### config.mk
export PLATFORM = sky130hd
export DESIGN_NAME = evirq_ctrl
export DESIGN_NICKNAME = d
export VERILOG_FILES = /design/src/rtl/evirq_pkg.sv /design/src/rtl/evirq_sync.sv /design/src/rtl/evirq_flag_bit.sv /design/src/rtl/evirq_regfile.sv /design/src/rtl/evirq_ctrl.sv
export SDC_FILE = /design/constraint.sdc
export NUM_CORES = 1
export LEC_CHECK = 0
export BUFFER_PORTS_ARGS = -buffer_cell sky130_fd_sc_hd__buf_2
export CAP_MARGIN = 20
export CORE_MARGIN = 10
export CORE_UTILIZATION = 35
export DETAILED_ROUTE_END_ITERATION = 7
export GPL_TIMING_DRIVEN = 1
export PLACE_DENSITY = 0.51
export SYNTH_ARGS = -nofsm -noshare
export SYNTH_HDL_FRONTEND = slang
export SYNTH_SLANG_ARGS = --single-unit
### constraint.sdc
create_clock -name clk_i -period 3.1 [get_ports clk_i]
set_clock_uncertainty 0.1 [all_clocks]
set_input_delay 0.62 -clock clk_i [delete_from_list [all_inputs] [get_ports clk_i]]
set_output_delay 0.62 -clock clk_i [all_outputs]
set_load 0.01 [all_outputs]
### src/rtl/evirq_pkg.sv
package evirq_pkg;

   // How a single flag bit behaves, picked by its enable bit
   typedef enum logic {
      FLAG_LIVE   = 1'b0,   // mirrors the synchronized source
      FLAG_STICKY = 1'b1    // latches on a rising edge
   } flag_mode_e;

   localparam int unsigned DEF_N_EVT      = 16;
   localparam int unsigned DEF_BYTE_W     = 8;
   localparam int unsigned DEF_ADDR_W     = 8;
   localparam int unsigned DEF_SYNC_DEPTH = 2;
   localparam int unsigned DEF_N_EXT      = 1;

   function automatic flag_mode_e mode_of(input logic en);
      return en ? FLAG_STICKY : FLAG_LIVE;
   endfunction

endpackage

### src/rtl/evirq_sync.sv
module evirq_sync #(
   parameter int unsigned N     = 16,
   parameter int unsigned DEPTH = 2
) (
   input  logic         clk_i,
   input  logic         rst_ni,
   input  logic [N-1:0] async_i,
   output logic [N-1:0] level_o,
   output logic [N-1:0] rise_o
);

   if (DEPTH < 2) begin : g_bad_depth
      $error("evirq_sync: DEPTH must be at least 2");
   end

   logic [N-1:0] stage_q [DEPTH];
   logic [N-1:0] prev_q;

   always_ff @(posedge clk_i or negedge rst_ni) begin
      if (!rst_ni) begin
         for (int s = 0; s < int'(DEPTH); s++) stage_q[s] <= '0;
         prev_q <= '0;
      end else begin
         stage_q[0] <= async_i;
         for (int s = 1; s < int'(DEPTH); s++) stage_q[s] <= stage_q[s-1];
         prev_q <= stage_q[DEPTH-1];
      end
   end

   assign level_o = stage_q[DEPTH-1];
   assign rise_o  = stage_q[DEPTH-1] & ~prev_q;

endmodule

### src/rtl/evirq_flag_bit.sv
module evirq_flag_bit
   import evirq_pkg::*;
(
   input  logic clk_i,
   input  logic rst_ni,
   input  logic en_i,
   input  logic rise_i,
   input  logic level_i,
   input  logic clr_i,
   input  logic soft_clr_i,
   output logic lat_o,
   output logic rd_o,
   output logic req_o
);

   flag_mode_e mode;
   logic       lat_q;

   assign mode = mode_of(en_i);

   // Priority: soft clear, disabled mode, set edge, then write-1 clear
   always_ff @(posedge clk_i or negedge rst_ni) begin
      if (!rst_ni)                 lat_q <= 1'b0;
      else if (soft_clr_i)         lat_q <= 1'b0;
      else if (mode == FLAG_LIVE)  lat_q <= 1'b0;
      else if (rise_i)             lat_q <= 1'b1;
      else if (clr_i)              lat_q <= 1'b0;
   end

   assign lat_o = lat_q;
   assign rd_o  = (mode == FLAG_STICKY) ? lat_q : level_i;
   assign req_o = (mode == FLAG_STICKY) & lat_q;

endmodule

### src/rtl/evirq_regfile.sv
module evirq_regfile #(
   parameter int unsigned          N_EVT     = 16,
   parameter int unsigned          BYTE_W    = 8,
   parameter int unsigned          ADDR_W    = 8,
   parameter logic [ADDR_W-1:0]    EN_BASE   = 'h04,
   parameter logic [ADDR_W-1:0]    FLAG_BASE = 'h06
) (
   input  logic              clk_i,
   input  logic              rst_ni,
   input  logic              wr_i,
   input  logic [ADDR_W-1:0] addr_i,
   input  logic [BYTE_W-1:0] wdata_i,
   input  logic [N_EVT-1:0]  flag_rd_i,
   output logic [N_EVT-1:0]  en_o,
   output logic [N_EVT-1:0]  clr_o,
   output logic [BYTE_W-1:0] rdata_o
);

   localparam int unsigned N_BANK = N_EVT / BYTE_W;

   logic [N_EVT-1:0] en_q;
   logic [N_BANK-1:0] en_hit, flag_hit;

   for (genvar b = 0; b < int'(N_BANK); b++) begin : g_bank
      assign en_hit[b]   = (addr_i == ADDR_W'(EN_BASE + b));
      assign flag_hit[b] = (addr_i == ADDR_W'(FLAG_BASE + b));

      always_ff @(posedge clk_i or negedge rst_ni) begin
         if (!rst_ni)
            en_q[b*BYTE_W +: BYTE_W] <= '0;
         else if (wr_i && en_hit[b])
            en_q[b*BYTE_W +: BYTE_W] <= wdata_i;
      end

      assign clr_o[b*BYTE_W +: BYTE_W] = (wr_i && flag_hit[b]) ? wdata_i : '0;
   end

   always_comb begin
      rdata_o = '0;
      for (int b = 0; b < int'(N_BANK); b++) begin
         if (en_hit[b])   rdata_o = en_q[b*BYTE_W +: BYTE_W];
         if (flag_hit[b]) rdata_o = flag_rd_i[b*BYTE_W +: BYTE_W];
      end
   end

   assign en_o = en_q;

endmodule

### src/rtl/evirq_ctrl.sv
module evirq_ctrl
   import evirq_pkg::*;
#(
   parameter int unsigned       N_EVT      = DEF_N_EVT,
   parameter int unsigned       BYTE_W     = DEF_BYTE_W,
   parameter int unsigned       ADDR_W     = DEF_ADDR_W,
   parameter int unsigned       SYNC_DEPTH = DEF_SYNC_DEPTH,
   parameter int unsigned       N_EXT      = DEF_N_EXT,
   parameter logic [ADDR_W-1:0] EN_BASE    = 'h04,
   parameter logic [ADDR_W-1:0] FLAG_BASE  = 'h06
) (
   input  logic              clk_i,
   input  logic              rst_ni,
   input  logic              soft_clr_i,
   input  logic [N_EVT-1:0]  evt_src_i,
   input  logic [N_EXT-1:0]  ext_irq_i,
   input  logic              reg_wr_i,
   input  logic [ADDR_W-1:0] reg_addr_i,
   input  logic [BYTE_W-1:0] reg_wdata_i,
   output logic [BYTE_W-1:0] reg_rdata_o,
   output logic              irq_no
);

   localparam int unsigned N_BANK = N_EVT / BYTE_W;

   if (N_EVT % BYTE_W != 0) begin : g_bad_split
      $error("evirq_ctrl: N_EVT must be a multiple of BYTE_W");
   end
   if (!((int'(FLAG_BASE) >= int'(EN_BASE) + int'(N_BANK)) ||
         (int'(EN_BASE) >= int'(FLAG_BASE) + int'(N_BANK)))) begin : g_bad_map
      $error("evirq_ctrl: enable and flag address windows overlap");
   end
   if (N_EXT < 1) begin : g_bad_ext
      $error("evirq_ctrl: N_EXT must be at least 1");
   end

   logic [N_EVT-1:0] level_vec, rise_vec, en_vec, clr_vec;
   logic [N_EVT-1:0] lat_vec, rd_vec, req_vec;
   logic             irq_q;

   evirq_sync #(.N(N_EVT), .DEPTH(SYNC_DEPTH)) u_sync (
      .clk_i   (clk_i),
      .rst_ni  (rst_ni),
      .async_i (evt_src_i),
      .level_o (level_vec),
      .rise_o  (rise_vec)
   );

   evirq_regfile #(
      .N_EVT(N_EVT), .BYTE_W(BYTE_W), .ADDR_W(ADDR_W),
      .EN_BASE(EN_BASE), .FLAG_BASE(FLAG_BASE)
   ) u_regs (
      .clk_i     (clk_i),
      .rst_ni    (rst_ni),
      .wr_i      (reg_wr_i),
      .addr_i    (reg_addr_i),
      .wdata_i   (reg_wdata_i),
      .flag_rd_i (rd_vec),
      .en_o      (en_vec),
      .clr_o     (clr_vec),
      .rdata_o   (reg_rdata_o)
   );

   for (genvar i = 0; i < int'(N_EVT); i++) begin : g_flag
      evirq_flag_bit u_bit (
         .clk_i      (clk_i),
         .rst_ni     (rst_ni),
         .en_i       (en_vec[i]),
         .rise_i     (rise_vec[i]),
         .level_i    (level_vec[i]),
         .clr_i      (clr_vec[i]),
         .soft_clr_i (soft_clr_i),
         .lat_o      (lat_vec[i]),
         .rd_o       (rd_vec[i]),
         .req_o      (req_vec[i])
      );
   end

   always_ff @(posedge clk_i or negedge rst_ni) begin
      if (!rst_ni) irq_q <= 1'b0;
      else         irq_q <= (|req_vec) | (|ext_irq_i);
   end

   assign irq_no = ~irq_q;

endmodule

After elaboration in Yosys (flattened, before gate mapping)
Index checks and enable logic that the tools add are counted.
Widths: inputs -> output; s select.

cells by class
  $add $sub $neg = 0
  multiply operators = 0
  divide/modulo/power cells = 0
  $lt $le $gt $ge = 0
  equality and inequality tests = 20
  shift-type cells = 0
  multiplexer cells = 102
  bitwise logic cells = 20
  reduce and logical (&&, ||, !) cells = 5

operators by type and width
  kind                count
  $mux 1              96
  $ne 4x4->1 const B  16
  $mux 8              6
  $eq 8x3->1 const B  4
  $and 1x1->1         16
  $and 16x16->16      1
  $not 16->16         1
  $reduce_or 16->1    1
  $logic_and 1x1->1   4
  $not 1->1           1
  $or 1x1->1          1

storage, ports and cells
  bits in registers = 81
  latch bits = 0
  bits in writable memories = 0
  memory bits (read-only) = 0
  input bits = 37
  logic and storage cells = 169
  memories kept = 0

Longest topological paths before layout
Gate-level depths: netlist of the first run.

  depth in word-level cells = 7
  gate-level depth with buffers = 5
  gate-level depth less buffers = 3

Cells and area by module
From an unflattened synthesis of the first run, not the netlist that was laid out.

second synthesis, totals
  cells, all modules = 308
  area, all modules = 3758.6 um^2

by module, submodules not included
  module          instances  cells an instance  area each (um^2)  seq. area each (um^2)
  evirq_sync      1          80                 1541.5            1201.2
  evirq_flag_bit  16         6                  67.6              25.0
  evirq_regfile   1          124                1071.0            400.4
  evirq_ctrl      1          8                  65.1              25.0

Least setup slack after synthesis of the first run
No wires, ideal clock.

  path kind = input-to-output
  from = in reg_addr_i[3]
  to = out reg_rdata_o[0]
  arrival time = 2.051 ns
  slack = 0.329 ns
  stages on the path = 5
  buffers on the path = 2
  cell sequence = or4b_1 > buf_6 > or2_2 > clkbuf_1 > a211oi_1

between the ends
  longest elaborated chain between the ends = 5
  elaborated cells on any way between the ends = 8
  classes of those cells = 4 x eq/ne; 4 x mux

RTL lines
  item             line                 source
  start, declared  evirq_ctrl.sv:18     input logic [ADDR_W-1:0] reg_addr_i,
  $eq 8x3->1       evirq_regfile.sv:25  assign en_hit[b] = (addr_i == ADDR_W'(EN_BASE + b));
  $mux 8           evirq_regfile.sv:41  if (en_hit[b]) rdata_o = en_q[b*BYTE_W +: BYTE_W];
  $mux 8           evirq_regfile.sv:42  if (flag_hit[b]) rdata_o = flag_rd_i[b*BYTE_W +: BYTE_W];
  $mux 8           evirq_regfile.sv:41
  $mux 8 *         evirq_regfile.sv:42
  end, declared    evirq_ctrl.sv:20     output logic [BYTE_W-1:0] reg_rdata_o,

Mark *: on every way between the ends. The rest lies on a longest branch, timed or not.

Worst setup path in the final report of the first run
  from = in reg_addr_i[3]
  to = out reg_rdata_o[4]

The elaborated chain is that of the path after synthesis.

==> results of run 1 <==
-- area by class of cell --
cell class | count | area [um^2] | share of cell area [%]
clock buffer | 9 | 124 | 3.22
clock inverter | 6 | 108 | 2.80
inverter | 4 | 15.0 | 0.390
multi-input combinational | 160 | 1150 | 30.0
sequential | 81 | 2030 | 52.7
tap | 111 | 139 | 3.61
timing repair buffer | 50 | 278 | 7.22
-- state kept, by name (all words and copies together) (netlist names) --
name,count
g_flag.u_bit.lat_o,16
u_regs.en_o,16
u_sync.level_o,16
u_sync.prev_q,16
u_sync.stage_q,16
irq_q,1
-- stage by stage --
stage / hold WS (ps) / area [um^2] / utilization, % / power [mW]
6_report: 145 / 3840 / 42.0 / 2.18
5_1_grt: 182 / 3840 / 42.0 / 2.29
4_1_cts: 253 / 3820 / 41.8 / 2.20
3_5_place_dp: 235 / 3590 / 39.3 / 1.29
3_3_place_gp: 231 / 3590 / 39.3 / 1.29
2_1_floorplan: 224 / 3270 / - / 1.22
-- worst paths after layout --
check,start,to
worst max-delay path,reg_addr_i[3],reg_rdata_o[4]
worst min-delay path,rst_ni,u_sync.prev_q[3]
worst max register to register,u_regs.en_o[2],irq_q
worst min register to register,u_sync.stage_q[30],u_sync.level_o[14]
max in group asynchronous,rst_ni,u_sync.stage_q[16]
min in group clk_i,u_sync.stage_q[30],u_sync.level_o[14]
-- power breakdown --
group	switching, mW	total, mW	leakage, nW	internal (mW)
Combinational	0.0832	0.145	0.636	0.0615
Sequential	0.0280	1.13	1.01	1.10
Clock	0.376	0.903	0.115	0.528
Total	0.487	2.18	1.77	1.69
-- cells by family (layout without fill, tap and decap cells) --
kind of cell	Yosys count	after routing	share of synthesized area, %
multiplexers	16	16	6.43
AO/OA/AOI/OAI	80	80	16.7
buffers and inverters	19	69	2.64
flip-flops	81	81	62.0
AND/OR/NAND/NOR	64	64	12.2
-- layout by cell type (no fill, tap or decap) --
cell type and instances:
a21oi_1 27, bufinv_16 3, a22o_1 1, inv_1 4, nand4_1 1, nand2_1 15
a21o_1 14, nor4_4 1, o21ai_0 6, o41ai_1 16, clkbuf_8 9, mux2_2 8
mux2_4 8, nand3b_1 8, or2_2 2, a221oi_1 1, nand2b_1 34, and4_1 1
buf_12 1, buf_2 44, clkinv_2 2, a222oi_1 1, dfrtp_1 81, or4b_1 1
a22oi_1 4, clkinvlp_4 1, a211oi_1 8, a31o_2 2, or4_4 1, buf_4 5
-- metal layers --
layer / share of wire (%) / GRT usage (%)
met5: 0 / 0
met3: 6.0 / 3.85
met4: 1.4 / 4.20
met2: 46 / 18.1
met1: 46 / 16.4
==> run metrics, run 1 <==
# clock sinks 81; die area 13600 um^2; syn nets 297; ys async rst share 100%; Initial DRC Count 113; CTS Buf Count 9; R2R setup slack 1800 ps; Non-Filler Instances 421; CP max-delay cell or4b_1; cell count after synthesis 260; global-route wire length before repair 12.7 mm; Initial Util 35.7%; FF+latch count, synth 81; TritonRoute pass-1 iters 4; R2R depth 3; CP endpoint kind output pin; Leakage 1.77 nW; Mean Syn Cell Area 12.6 um^2; total global-route track usage 12.2%; CP top delay family simple AND/OR/NAND/NOR gates; synthesis warning total 0; synthesized area 3270 um^2; worst vdd ir 0.000273 V; Core Region 9150 um^2; Final Wtd Congestion 0.710; setup slack at placement 198 ps; Root Buffer clkbuf_8; layout cells sized above 1 28.1%; CTS clk-pin slew, worst paths 80 ps; endpoints failing setup 0; vias in the first global route 2333; required time of the critical path 2380 ps; unrepaired setup endpoints after global routing false; Synth area leaders dfrtp_1 62%, nand2b_1 6.5%, o41ai_1 4.3%, a21oi_1 4.1%, mux2_4 3.7%; commonest register cell after synthesis dfrtp_1; DR vias 2204; slowest stage delay, CP 550 ps; crit-path most repeated cell buf_2; Startpoint Class input pin; CTS max path bufs 2; Worst Hold Class in -> async; detailed placer's ending HPWL 4.82 mm; WP data arrival 2170 ps; Period Utilization, post-route 93.3%; largest area contributor in the netlist dfrtp_1; Layout area overhead 17.6%; initial antenna violation count 0; Die Ht 117 um; antenna-violating nets left 0; final wirelength 7.67 mm; Fin. Hold Viols 0; count leader, synth dfrtp_1; number of buffers added on ports 45; Setup CP Type in -> out; residual DRC count 0; Congestion Overflow GR 0; sequential fraction of the synthesis area 62.0%; most common library cells after synthesis 81 x dfrtp_1, 34 x nand2b_1, 27 x a21oi_1; Total Nets Final 343; pin count of the biggest net entering global routing 82; status finished, final reports clean; Die Width 117 um; max cap viols 0; Synth top area share 62.0%; CTS tree done; worst path bufs/invs 2; fin crit period 2890 ps; io pins 46; vias per cell 5.24; hold_buf cts 0; H-tree depth 3; setup repair bufs after CTS 0; fillcell total 883; final worst setup slack 207 ps; FP Rows 35; clk_lat worst skew 350 ps; Levels on crit path 5; Pwr Density 566 nW/um^2; CP Max Fanout 8; crit-path cells buf_2 > or4b_1 > or2_2 > a211oi_1 > buf_2; Post-synth EDFFs 0; Avg WL per Cell 18.2 um; diode count 0; Final Max Tran Viols 0; relative slew slack 56.5%; Unique masters post-synth 26; Slew @ Worst Pin 652 ps; placed cells 405; post-CTS sizing 0; maximum clock frequency 0.346 GHz; setup TNS 0 ps
(Power assumes the default switching activity.)
==> run 2: changes to the inputs <==
Settings changed: ABC_AREA set to 1, CORE_UTILIZATION 35 to 50, PLACE_DENSITY 0.51 to 0.69.
==> run 2 against run 1 <==
Effect of this change:
- final cell count up 12%
- clock power is 7.8% lower
- critical endpoint is now reg_rdata_o[0]
- final area decreased by 0.62%
- worst setup slack improved by 310 ps
- power down 4.0%
- largest power group unchanged
- clock-buffer cell count is the same
- global-route usage grew 2.2 points
- maximum frequency grew 12%
- critical path type unchanged
- sequential share of layout area is 0.33 points higher
- flip-flop and latch count unchanged
- sequential power barely moved
- combinational power down 12%
- largest cell class unchanged
==> run metrics, run 2 <==
placed inst area 3600 um^2 (was 3590 um^2); relative slew slack 34.5% (was 56.5%); reg2reg end irq_q (unchanged); number of buffers added on ports 45 (unchanged); unrepaired setup endpoints after global routing false (unchanged); commonest non-fill, non-tap cell in the layout nand2_1 (was dfrtp_1); RR Startpoint u_regs.en_o[6] (was u_regs.en_o[2]); required time of the critical path 2380 ps (about the same); FF+latch count, synth 81 (unchanged); final instance area 3820 um^2 (was 3840 um^2); R2R depth 4 (was 3); Initial Util 52.2% (was 35.7%); Slew @ Worst Pin 983 ps (was 652 ps); CP Max Fanout 26 (was 8); Unique masters post-synth 28 (was 26); status finished, final reports clean (unchanged); crit-path cells buf_2 > nor2_2 > nand2_2 > inv_4 > and2_4 > nand2_1 > nand4_1 > buf_2 (was buf_2 > or4b_1 > or2_2 > a211oi_1 > buf_2); fin util 59.2% (was 42.0%); Final Max Tran Viols 0 (unchanged); largest area contributor in the netlist dfrtp_1 (unchanged); fin crit period 2580 ps (was 2890 ps); count leader, synth nand2_1 (was dfrtp_1); die area 10400 um^2 (was 13600 um^2); Core Region 6460 um^2 (was 9150 um^2); DR vias 2544 (was 2204); Startpoint Class input pin (unchanged); Synth top area share 60.1% (was 62.0%); detailed placer's ending HPWL 4.61 mm (was 4.82 mm); hold_buf cts 0 (unchanged); CTS tree done (unchanged); Die Width 102 um (was 117 um); R2R setup slack 1990 ps (was 1800 ps); Die Ht 102 um (was 117 um); WP data arrival 1860 ps (was 2170 ps); Fin. Hold Viols 0 (unchanged); CTS clk-pin slew, worst paths 80 ps (about the same); clk_lat worst skew 350 ps (about the same); H-tree depth 3 (unchanged); Non-Filler Instances 471 (was 421); Setup CP Type in -> out (unchanged); area of the multi-input gates 1120 um^2 (was 1150 um^2); Congestion Overflow GR 0 (unchanged); io pins 46 (unchanged); final wirelength 6.96 mm (was 7.67 mm); Pwr Density 546 nW/um^2 (was 566 nW/um^2); Initial DRC Count 166 (was 113); setup TNS 0 ps (unchanged); setup repair bufs after CTS 0 (unchanged); Critical Path End reg_rdata_o[0] (was reg_rdata_o[4]); synthesis warning total 0 (unchanged); Layout area overhead 13.4% (was 17.6%); slowest stage delay, CP 380 ps (was 550 ps); crit-path most repeated cell buf_2 (unchanged); CP startpoint reg_addr_i[7] (was reg_addr_i[3]); Worst Hold Depth 0; cell count after synthesis 344 (was 260); placed cells 455 (was 405); Mean Syn Cell Area 9.80 um^2 (was 12.6 um^2); residual DRC count 0 (unchanged); Leakage 1.86 nW (was 1.77 nW); worst vdd ir 0.000396 V (was 0.000273 V); Period Utilization, post-route 83.4% (was 93.3%); global-route wire length before repair 11.8 mm (was 12.7 mm); most frequent cells in the layout 90 x nand2_1, 81 x dfrtp_1, 44 x buf_2, 33 x inv_1, 25 x nand3_1 (was 81 x dfrtp_1, 44 x buf_2, 34 x nand2b_1, 27 x a21oi_1, 16 x o41ai_1); Post-synth EDFFs 0 (unchanged); vias per cell 5.40 (was 5.24); TritonRoute pass-1 iters 6 (was 4); fillcell total 569 (was 883); maximum clock frequency 0.387 GHz (was 0.346 GHz); commonest register cell after synthesis dfrtp_1 (unchanged); synthesized area 3370 um^2 (was 3270 um^2); # clock sinks 81 (unchanged); CTS max path bufs 2 (unchanged); total global-route track usage 14.4% (was 12.2%); endpoints failing setup 0 (unchanged); antenna-violating nets left 0 (unchanged); ys async rst share 100% (unchanged); CTS Buf Count 9 (unchanged); CP max-delay cell and2_4 (was or4b_1); pin count of the biggest net entering global routing 82 (unchanged); Avg WL per Cell 14.8 um (was 18.2 um); layout cells sized above 1 24.9% (was 28.1%); Synth area leaders dfrtp_1 60%, nand2_1 10%, nand3_1 3.7%, inv_1 3.7%, nand4_1 3.5% (was dfrtp_1 62%, nand2b_1 6.5%, o41ai_1 4.3%, a21oi_1 4.1%, mux2_4 3.7%); final hold slack 250 ps (was 145 ps); sequential fraction of the synthesis area 60.1% (was 62.0%); Root Buffer clkbuf_8 (unchanged); most common library cells after synthesis 90 x nand2_1, 81 x dfrtp_1, 33 x inv_1 (was 81 x dfrtp_1, 34 x nand2b_1, 27 x a21oi_1); post-CTS sizing 0 (unchanged); syn nets 381 (was 297); Worst Hold Class reg -> reg (was in -> async); Total Nets Final 426 (was 343); CP endpoint kind output pin (unchanged); Reg area 2030 um^2 (unchanged); max cap viols 0 (unchanged); FP Rows 29 (was 35); vias in the first global route 2519 (was 2333); diode count 0 (unchanged); Final Wtd Congestion 0.833 (was 0.710); initial antenna violation count 0 (unchanged)
==> run 2: how the worst min path moves through the flow <==
| stage | startpoint | to | slack [ps] |
|---|---|---|---|
| final | u_sync.stage_q[16] | u_sync.level_o[0] | 250 |
| after global routing | evt_src_i[13] | u_sync.stage_q[29] | 250 |
| after CTS | u_sync.stage_q[19] | u_sync.level_o[3] | 250 |
| after detailed placement | u_sync.stage_q[24] | u_sync.level_o[8] | 240 |
| after global placement | u_sync.stage_q[17] | u_sync.level_o[1] | 230 |
| after floorplan | rst_ni | g_flag[0].u_bit.lat_o | 220 |
==> run 2: metrics by stage <==
step / power (mW) / worst slack (ps)
global placement: 1.27 / 537
detailed placement: 1.28 / 513
finish: 2.09 / 516
global route: 2.18 / 377
floorplan: 1.21 / 931
CTS: 2.11 / 508
==> run 2: final cells by class <==
type	instances	area share [%]
Tap cell	77	2.52
Clock buffer	9	3.24
Sequential cell	81	53.0
Timing Repair Buffer	45	5.96
Inverter	35	3.50
Clock inverter	7	2.46
Multi-Input combinational cell	217	29.3
==> run 2: logic make-up (layout without fill, tap and decap cells) <==
| logic type | after synthesis | count (layout) | share of synthesized area, % |
|---|---|---|---|
| AND/OR/NAND/NOR | 174 | 174 | 26.4 |
| flip-flops | 81 | 81 | 60.1 |
| buffers and inverters | 46 | 96 | 6.68 |
| AO/OA/AOI/OAI | 43 | 43 | 6.83 |
==> run 2: critical path: cells and delay by family <==
| kind | cells | cell delay [ps] |
|---|---|---|
| buffers and inverters | 3 | 470 |
| AND/OR/NAND/NOR | 5 | 760 |
==> run 2: where the power goes <==
part           total, mW  switching, mW  internal (mW)
Clock              0.833          0.380          0.453
Sequential          1.13         0.0247           1.10
Combinational      0.128         0.0838         0.0439
Total               2.09          0.488           1.60
==> run 2: per-layer routing <==
layer	GRT usage, %	routed length [um]
met5	0	0
met4	5.21	104
met3	5.80	582
met2	22.0	3230
met1	18.2	3040
